**config.mk**
```make
export PLATFORM = sky130hd
export DESIGN_NAME = bus_idle_arbiter
export DESIGN_NICKNAME = d
export VERILOG_FILES = /design/src/rtl/arb_pkg.sv /design/src/rtl/arb_sync.sv /design/src/rtl/arb_fsm.sv /design/src/rtl/bus_idle_arbiter.sv
export SDC_FILE = /design/constraint.sdc
export NUM_CORES = 1
export LEC_CHECK = 0
export BUFFER_PORTS_ARGS = -buffer_cell sky130_fd_sc_hd__buf_2
export CORE_AREA = 4 4 41 43
export DETAILED_ROUTE_END_ITERATION = 10
export DIE_AREA = 0 0 45 47
export MAX_ROUTING_LAYER = met4
export PLACE_DENSITY = 0.52
export SKIP_CTS_REPAIR_TIMING = 1
export SYNTH_ARGS = -nofsm -noshare
export SYNTH_HDL_FRONTEND = slang
export SYNTH_SLANG_ARGS = --single-unit
```
**constraint.sdc**
```tcl
create_clock -name clk -period 3.85 [get_ports clk]
set_clock_uncertainty 0.2 [all_clocks]
set_input_delay 0.1925 -clock clk [delete_from_list [all_inputs] [get_ports clk]]
set_output_delay 0.1925 -clock clk [all_outputs]
set_load 0.1 [all_outputs]
```
**src/rtl/arb_pkg.sv**
```systemverilog
package arb_pkg;

    typedef enum logic [1:0] {
        ST_IDLE  = 2'd0,
        ST_LOCAL = 2'd1,
        ST_SEC   = 2'd2,
        ST_DRAIN = 2'd3
    } arb_state_e;

    typedef struct packed {
        arb_state_e state;
        logic       req;
        logic       sgnt;
        logic       conn;
    } arb_reg_t;

    localparam arb_reg_t ARB_RESET = '{state: ST_IDLE, req: 1'b0, sgnt: 1'b0, conn: 1'b0};

endpackage

```
**src/rtl/arb_sync.sv**
```systemverilog
module arb_sync #(
    parameter int              WIDTH   = 4,
    parameter int              STAGES  = 2,
    parameter logic [WIDTH-1:0] RST_VAL = '1
) (
    input  logic             clk,
    input  logic             rst_n,
    input  logic [WIDTH-1:0] din,
    output logic [WIDTH-1:0] dout
);

    logic [STAGES-1:0][WIDTH-1:0] pipe_d, pipe_q;

    always_comb begin
        pipe_d[0] = din;
        for (int k = 1; k < STAGES; k++) begin
            pipe_d[k] = pipe_q[k-1];
        end
    end

    always_ff @(posedge clk or negedge rst_n) begin
        if (!rst_n) begin
            pipe_q <= {STAGES{RST_VAL}};
        end else begin
            pipe_q <= pipe_d;
        end
    end

    assign dout = pipe_q[STAGES-1];

endmodule

```
**src/rtl/arb_fsm.sv**
```systemverilog
module arb_fsm
    import arb_pkg::*;
(
    input  logic clk,
    input  logic rst_n,
    input  logic local_req,
    input  logic gnt,
    input  logic bus_idle,
    input  logic sreq,
    output logic req,
    output logic sgnt,
    output logic conn,
    output logic [1:0] state_o
);

    arb_reg_t r_d, r_q;

    always_comb begin
        r_d       = r_q;
        r_d.conn  = 1'b0;
        case (r_q.state)
            ST_IDLE: begin
                // a stale grant must drop before a new request starts
                if (!gnt) begin
                    if (local_req) begin
                        r_d.state = ST_LOCAL;
                    end else if (sreq) begin
                        r_d.state = ST_SEC;
                    end
                end
            end
            ST_LOCAL: begin
                if (!local_req) begin
                    r_d.state = ST_DRAIN;
                end else if (gnt && bus_idle) begin
                    r_d.conn  = 1'b1;
                    r_d.state = ST_DRAIN;
                end
            end
            ST_SEC: begin
                if (!sreq) begin
                    r_d.state = ST_DRAIN;
                end
            end
            default: begin
                if (!gnt) begin
                    r_d.state = ST_IDLE;
                end
            end
        endcase
        r_d.req  = (r_d.state == ST_LOCAL) || (r_d.state == ST_SEC);
        r_d.sgnt = (r_d.state == ST_SEC) && gnt;
    end

    always_ff @(posedge clk or negedge rst_n) begin
        if (!rst_n) begin
            r_q <= ARB_RESET;
        end else begin
            r_q <= r_d;
        end
    end

    assign req     = r_q.req;
    assign sgnt    = r_q.sgnt;
    assign conn    = r_q.conn;
    assign state_o = r_q.state;

endmodule

```
**src/rtl/bus_idle_arbiter.sv**
```systemverilog
module bus_idle_arbiter #(
    parameter int SYNC_STAGES = 2
) (
    input  logic clk,
    input  logic rst_n,
    input  logic local_req,
    input  logic frame_n,
    input  logic irdy_n,
    input  logic idle_gnt_n,
    input  logic sec_req_n,
    output logic idle_req_n,
    output logic sec_gnt_n,
    output logic connect_ok
);

    localparam int NUM_SYNC = 4;
    localparam int IX_FRAME = 0;
    localparam int IX_IRDY  = 1;
    localparam int IX_GNT   = 2;
    localparam int IX_SREQ  = 3;

    logic [NUM_SYNC-1:0] raw_in, synced;
    logic gnt_s, idle_s, sreq_s;
    logic req, sgnt, conn;
    logic [1:0] fsm_state;

    assign raw_in[IX_FRAME] = frame_n;
    assign raw_in[IX_IRDY]  = irdy_n;
    assign raw_in[IX_GNT]   = idle_gnt_n;
    assign raw_in[IX_SREQ]  = sec_req_n;

    arb_sync #(
        .WIDTH   (NUM_SYNC),
        .STAGES  (SYNC_STAGES),
        .RST_VAL ({NUM_SYNC{1'b1}})
    ) u_sync (
        .clk  (clk),
        .rst_n(rst_n),
        .din  (raw_in),
        .dout (synced)
    );

    assign gnt_s  = !synced[IX_GNT];
    assign idle_s = synced[IX_FRAME] && synced[IX_IRDY];
    assign sreq_s = !synced[IX_SREQ];

    arb_fsm u_fsm (
        .clk      (clk),
        .rst_n    (rst_n),
        .local_req(local_req),
        .gnt      (gnt_s),
        .bus_idle (idle_s),
        .sreq     (sreq_s),
        .req      (req),
        .sgnt     (sgnt),
        .conn     (conn),
        .state_o  (fsm_state)
    );

    assign idle_req_n = !req;
    assign sec_gnt_n  = !sgnt;
    assign connect_ok = conn;

endmodule

```
* Yosys cells after proc, flatten, opt, wreduce, memory -nomap -nowiden *
Cells that the tools add are included.

storage, ports and cells
  flip-flop bits (word level) = 13
  bits in latches = 0
  bits in writable memories = 0
  bits in read-only memories = 0
  bits of input ports = 7
  output and inout port bits = 3
  memories kept = 0

operators by class
  add/subtract/negate cells = 0
  multipliers = 0
  div/mod/pow operators = 0
  magnitude comparators = 0
  equal/unequal tests = 4
  shift operators = 0
  multiplexer cells = 11
  bitwise operators = 0
  reduce and logical (&&, ||, !) cells = 8

operator list
  operator              count
  $mux W2               7
  $pmux W2 S3           1
  $eq A2 B1 Y1 const B  2
  $eq A2 B2 Y1 const B  2
  $logic_and A1 B1 Y1   3
  $logic_not A1 Y1      3
  $mux W1               3
  $logic_not A2 Y1      1
  $logic_or A1 B1 Y1    1

* Depth between registers and ports, before layout *
  word-level depth = 7
  mapped depth = 5
  depth with buffers taken out = 5

* By module *
From an unflattened synthesis, not the netlist that was laid out.

unflattened totals
  cell total of the unflattened synthesis = 35
  area total of the unflattened synthesis = 461.7 µm²

by module, submodules not included
  module            instances  cells each  area each (µm²)  sequential area each (µm²)
  arb_fsm           1          22          230.2            125.1
  arb_sync          1          8           210.2            210.2
  bus_idle_arbiter  1          5           21.3             0.0

* Worst setup path after synthesis *
Ideal clock, no wire load.

  path kind = register -> register
  start = register u_sync.pipe_q (netlist bit u_sync.dout[2])
  end = register u_fsm.r_q (netlist bit u_fsm.sgnt)
  setup time = 118 ps
  arrival time = 1153 ps
  setup slack = 2378 ps
  stages on the path, launching flop included = 6
  buffers on the path = 0
  period minus slack after synthesis = 1472 ps
  cell sequence = dfstp_2 > a21boi_0 > a31oi_1 > o31ai_1 > ha_1 > and2b_1

RTL lines
  element                   RTL line        text
  start: declaration        arb_sync.sv:12  logic [STAGES-1:0][WIDTH-1:0] pipe_d, pipe_q;
  start signal: assignment  arb_sync.sv:23  pipe_q <= {STAGES{RST_VAL}};
  start signal: assignment  arb_sync.sv:25  pipe_q <= pipe_d;
  end signal: assignment    arb_fsm.sv:59   r_q <= r_d;
  end: declaration          arb_fsm.sv:16   arb_reg_t r_d, r_q;

==> impl_metrics.yaml <==
yosys:
  synth_top_family_by_area: "compound AO/OA/AOI/OAI gates"
  synth-seq-cells: 13
  synth.avg_cell_area_um2: 14.4
  synthAdderAreaFrac: 0.0281
  synth.area.mux_share: 0
  synth_seq_area_share: 0.753
  synth_nets: 39
  yosys.area.top_type_share: 0.472
  netlist_instances: 31
  synth_warnings: 0
  synth.largest_area_cell: "dfstp_2"
  ys_top_cells_by_area: "dfstp_2 (47%), dfrtp_1 (28%), inv_1 (3.4%)"
  synth-compound-area-share: 0.104
  mappedNetlistArea_um2: 445
  synth-simple-area-share: 0.0815
  synth-xor-area-share: 0
  yosysUniqueCellTypes: 15
timing:
  maxSlewHeadroom: 0.678
  rsz0062_at_grt: "false"
  fin_crit_sh: 0.418
  fin_crit_ps: 1610
  hold_viol_final: 0
  final-setup-viol-count: 0
  drv_slew: 0
  fmax_mhz: 622
  fin_setup_tns_ps: 0
  worst_pin_slew_ps: 486
  fin_ws_ps: 2240
drt:
  routedWlPerCell_um: 10.7
  vias: 284
  post_drt_via_cell_ratio: 4.37
  drt-initial-drc-count: 4
  drt_pass1_iterations: 4
  ant_nets: 0
  drt_wl_total_um: 695
  drcViolationCount: 0
setup_path:
  worstPathArrival_ps: 1570
  path_class: "input pin to flop"
  crit_start: "local_req"
  rr_endpoint: "u_fsm.sgnt"
  rr_startpoint: "u_sync.dout[2]"
  rr_worst_depth: 5
  endpoint: "u_fsm.sgnt"
  cp.required_ps: 3810
  cp_max_fo: 2
  critical-path-max-stage-delay_ps: 520
  end_kind: "flop"
  critPathSlowestCell: "dlygate4sd3_1"
  start_kind: "input pin"
  rrSetupSlack_ps: 2270
  crit_chain: "dlygate4sd3_1 -> buf_2 -> nor2b_1 -> a22oi_1 -> o21a_1 -> ha_1 -> and2b_1"
global_route:
  antenna_found_initial: 0
  grt_pass1_wl_um: 1020
  grt.overflow.total: 0
  grt.total_usage: 0.0788
  grt_max_degree: 14
  grt_pass1_vias: 271
finish:
  finish.instance_area_um2: 596
  final_cell_mix: "buf_2 (9), dfstp_2 (8), dlygate4sd3_1 (6)"
  fin_nets: 59
  antenna_cells: 0
  drive_above_1_share: 0.400
  final_core_util: 0.458
  areaGrowthSynthToFinish_pct: 33.7
  layout_commonest_cell: "buf_2"
floorplanning:
  die_x_um: 45
  core_mm2: 0.00130
  pin_count: 10
  start_util: 0.342
  die_y_um: 47
  rows: 13
  die-area_mm2: 0.00212
placed_design:
  post-place-ws_ps: 2260
  numPortBuffers: 9
  place_area_um2: 509
  gp_congestion: 0.676
  place_hpwl_um: 478
cts:
  clkLatencyLatePin_ps: 270
  cts.sinks: 13
  clk_pin_slew_worst_paths_ps: 70
  cts_root_buf: "clkbuf_4"
  htreeDepth: 1
  cts_max_path_buffers: 2
  cts_buffers: 3
  cts_tree: "built"
pwr:
  p_total_uw: 412
  p_leak_uw: 0.000278
  vdd_drop_max_mv: 0.274
  power_density_mw_per_mm2: 692
outcome:
  outcome: "finished clean"
min_path:
  hold_class: "input pin to async pin"
run:
  maxCapViolations: 0
kinds of logic after synthesis:
kind of cell / count (synthesis)
buffers and inverters: 4
adder cells (fa/ha/maj): 1
AO/OA/AOI/OAI: 7
flip-flops: 13
AND/OR/NAND/NOR: 6
worst max-delay path, delay by kind of cell:
kind / cells / cell delay (ps)
AOI/OAI and AO/OA: 2 / 230
adders and majority gates: 1 / 190
and+or+nand+nor: 2 / 340
buffers and inverters: 2 / 630
cells in the mapped netlist (all sizes together):
master,number
dfstp,8
dfrtp,5
inv,4
nand2,2
nor2b,2
a21boi,1
a21oi,1
a22oi,1
a31oi,1
and2b,1
and4,1
ha,1
o21a,1
o21ai,1
o31ai,1
stage by stage:
step                std cells  hold WS (ps)
finish                     65           133
global route               65           160
CTS                        59          -418
detailed placement         55          -113
global placement           55          -121
floorplan                  31          -303
state kept, by name (all words and copies together), names as in the netlist:
signal         flops
u_sync.pipe_d      4
u_fsm.req          1
u_fsm.sgnt         1
u_sync.dout        4
u_fsm.state_o      2
u_fsm.conn         1
final cells by class:
| class | instances | area, um^2 |
|---|---|---|
| sequential | 13 | 335 |
| clock buffer | 4 | 26.3 |
| inverter | 4 | 15.0 |
| multi-input combinational | 14 | 95.1 |
| tap | 15 | 18.8 |
| fill | 126 | 706 |
| timing repair buffer | 15 | 105 |
worst min path at each step:
stage,start,end
after floorplan,rst_n,u_fsm.conn
after global placement,rst_n,u_fsm.state_o[0]
after detailed placement,rst_n,u_fsm.state_o[0]
after CTS,rst_n,u_fsm.state_o[0]
after global routing,rst_n,u_fsm.state_o[0]
final,rst_n,u_fsm.req
per-layer routing:
metal  vias to the layer above  share of wire  track usage
li1                        140              -            -
met1                       133           0.37       0.0644
met2                         9           0.54        0.121
met3                         2          0.072       0.0268
met4                         0          0.013        0.105
met5                         -              0            -
power breakdown:
| group | internal (uW) | leakage [uW] | switching (uW) |
|---|---|---|---|
| logic | 41.6 | 0.000117 | 106 |
| clock network | 40.1 | 0.0000150 | 40.9 |
| registers | 165 | 0.000146 | 18.4 |
| total | 247 | 0.000278 | 166 |
No activity file was read; power rests on OpenSTA's default activity.
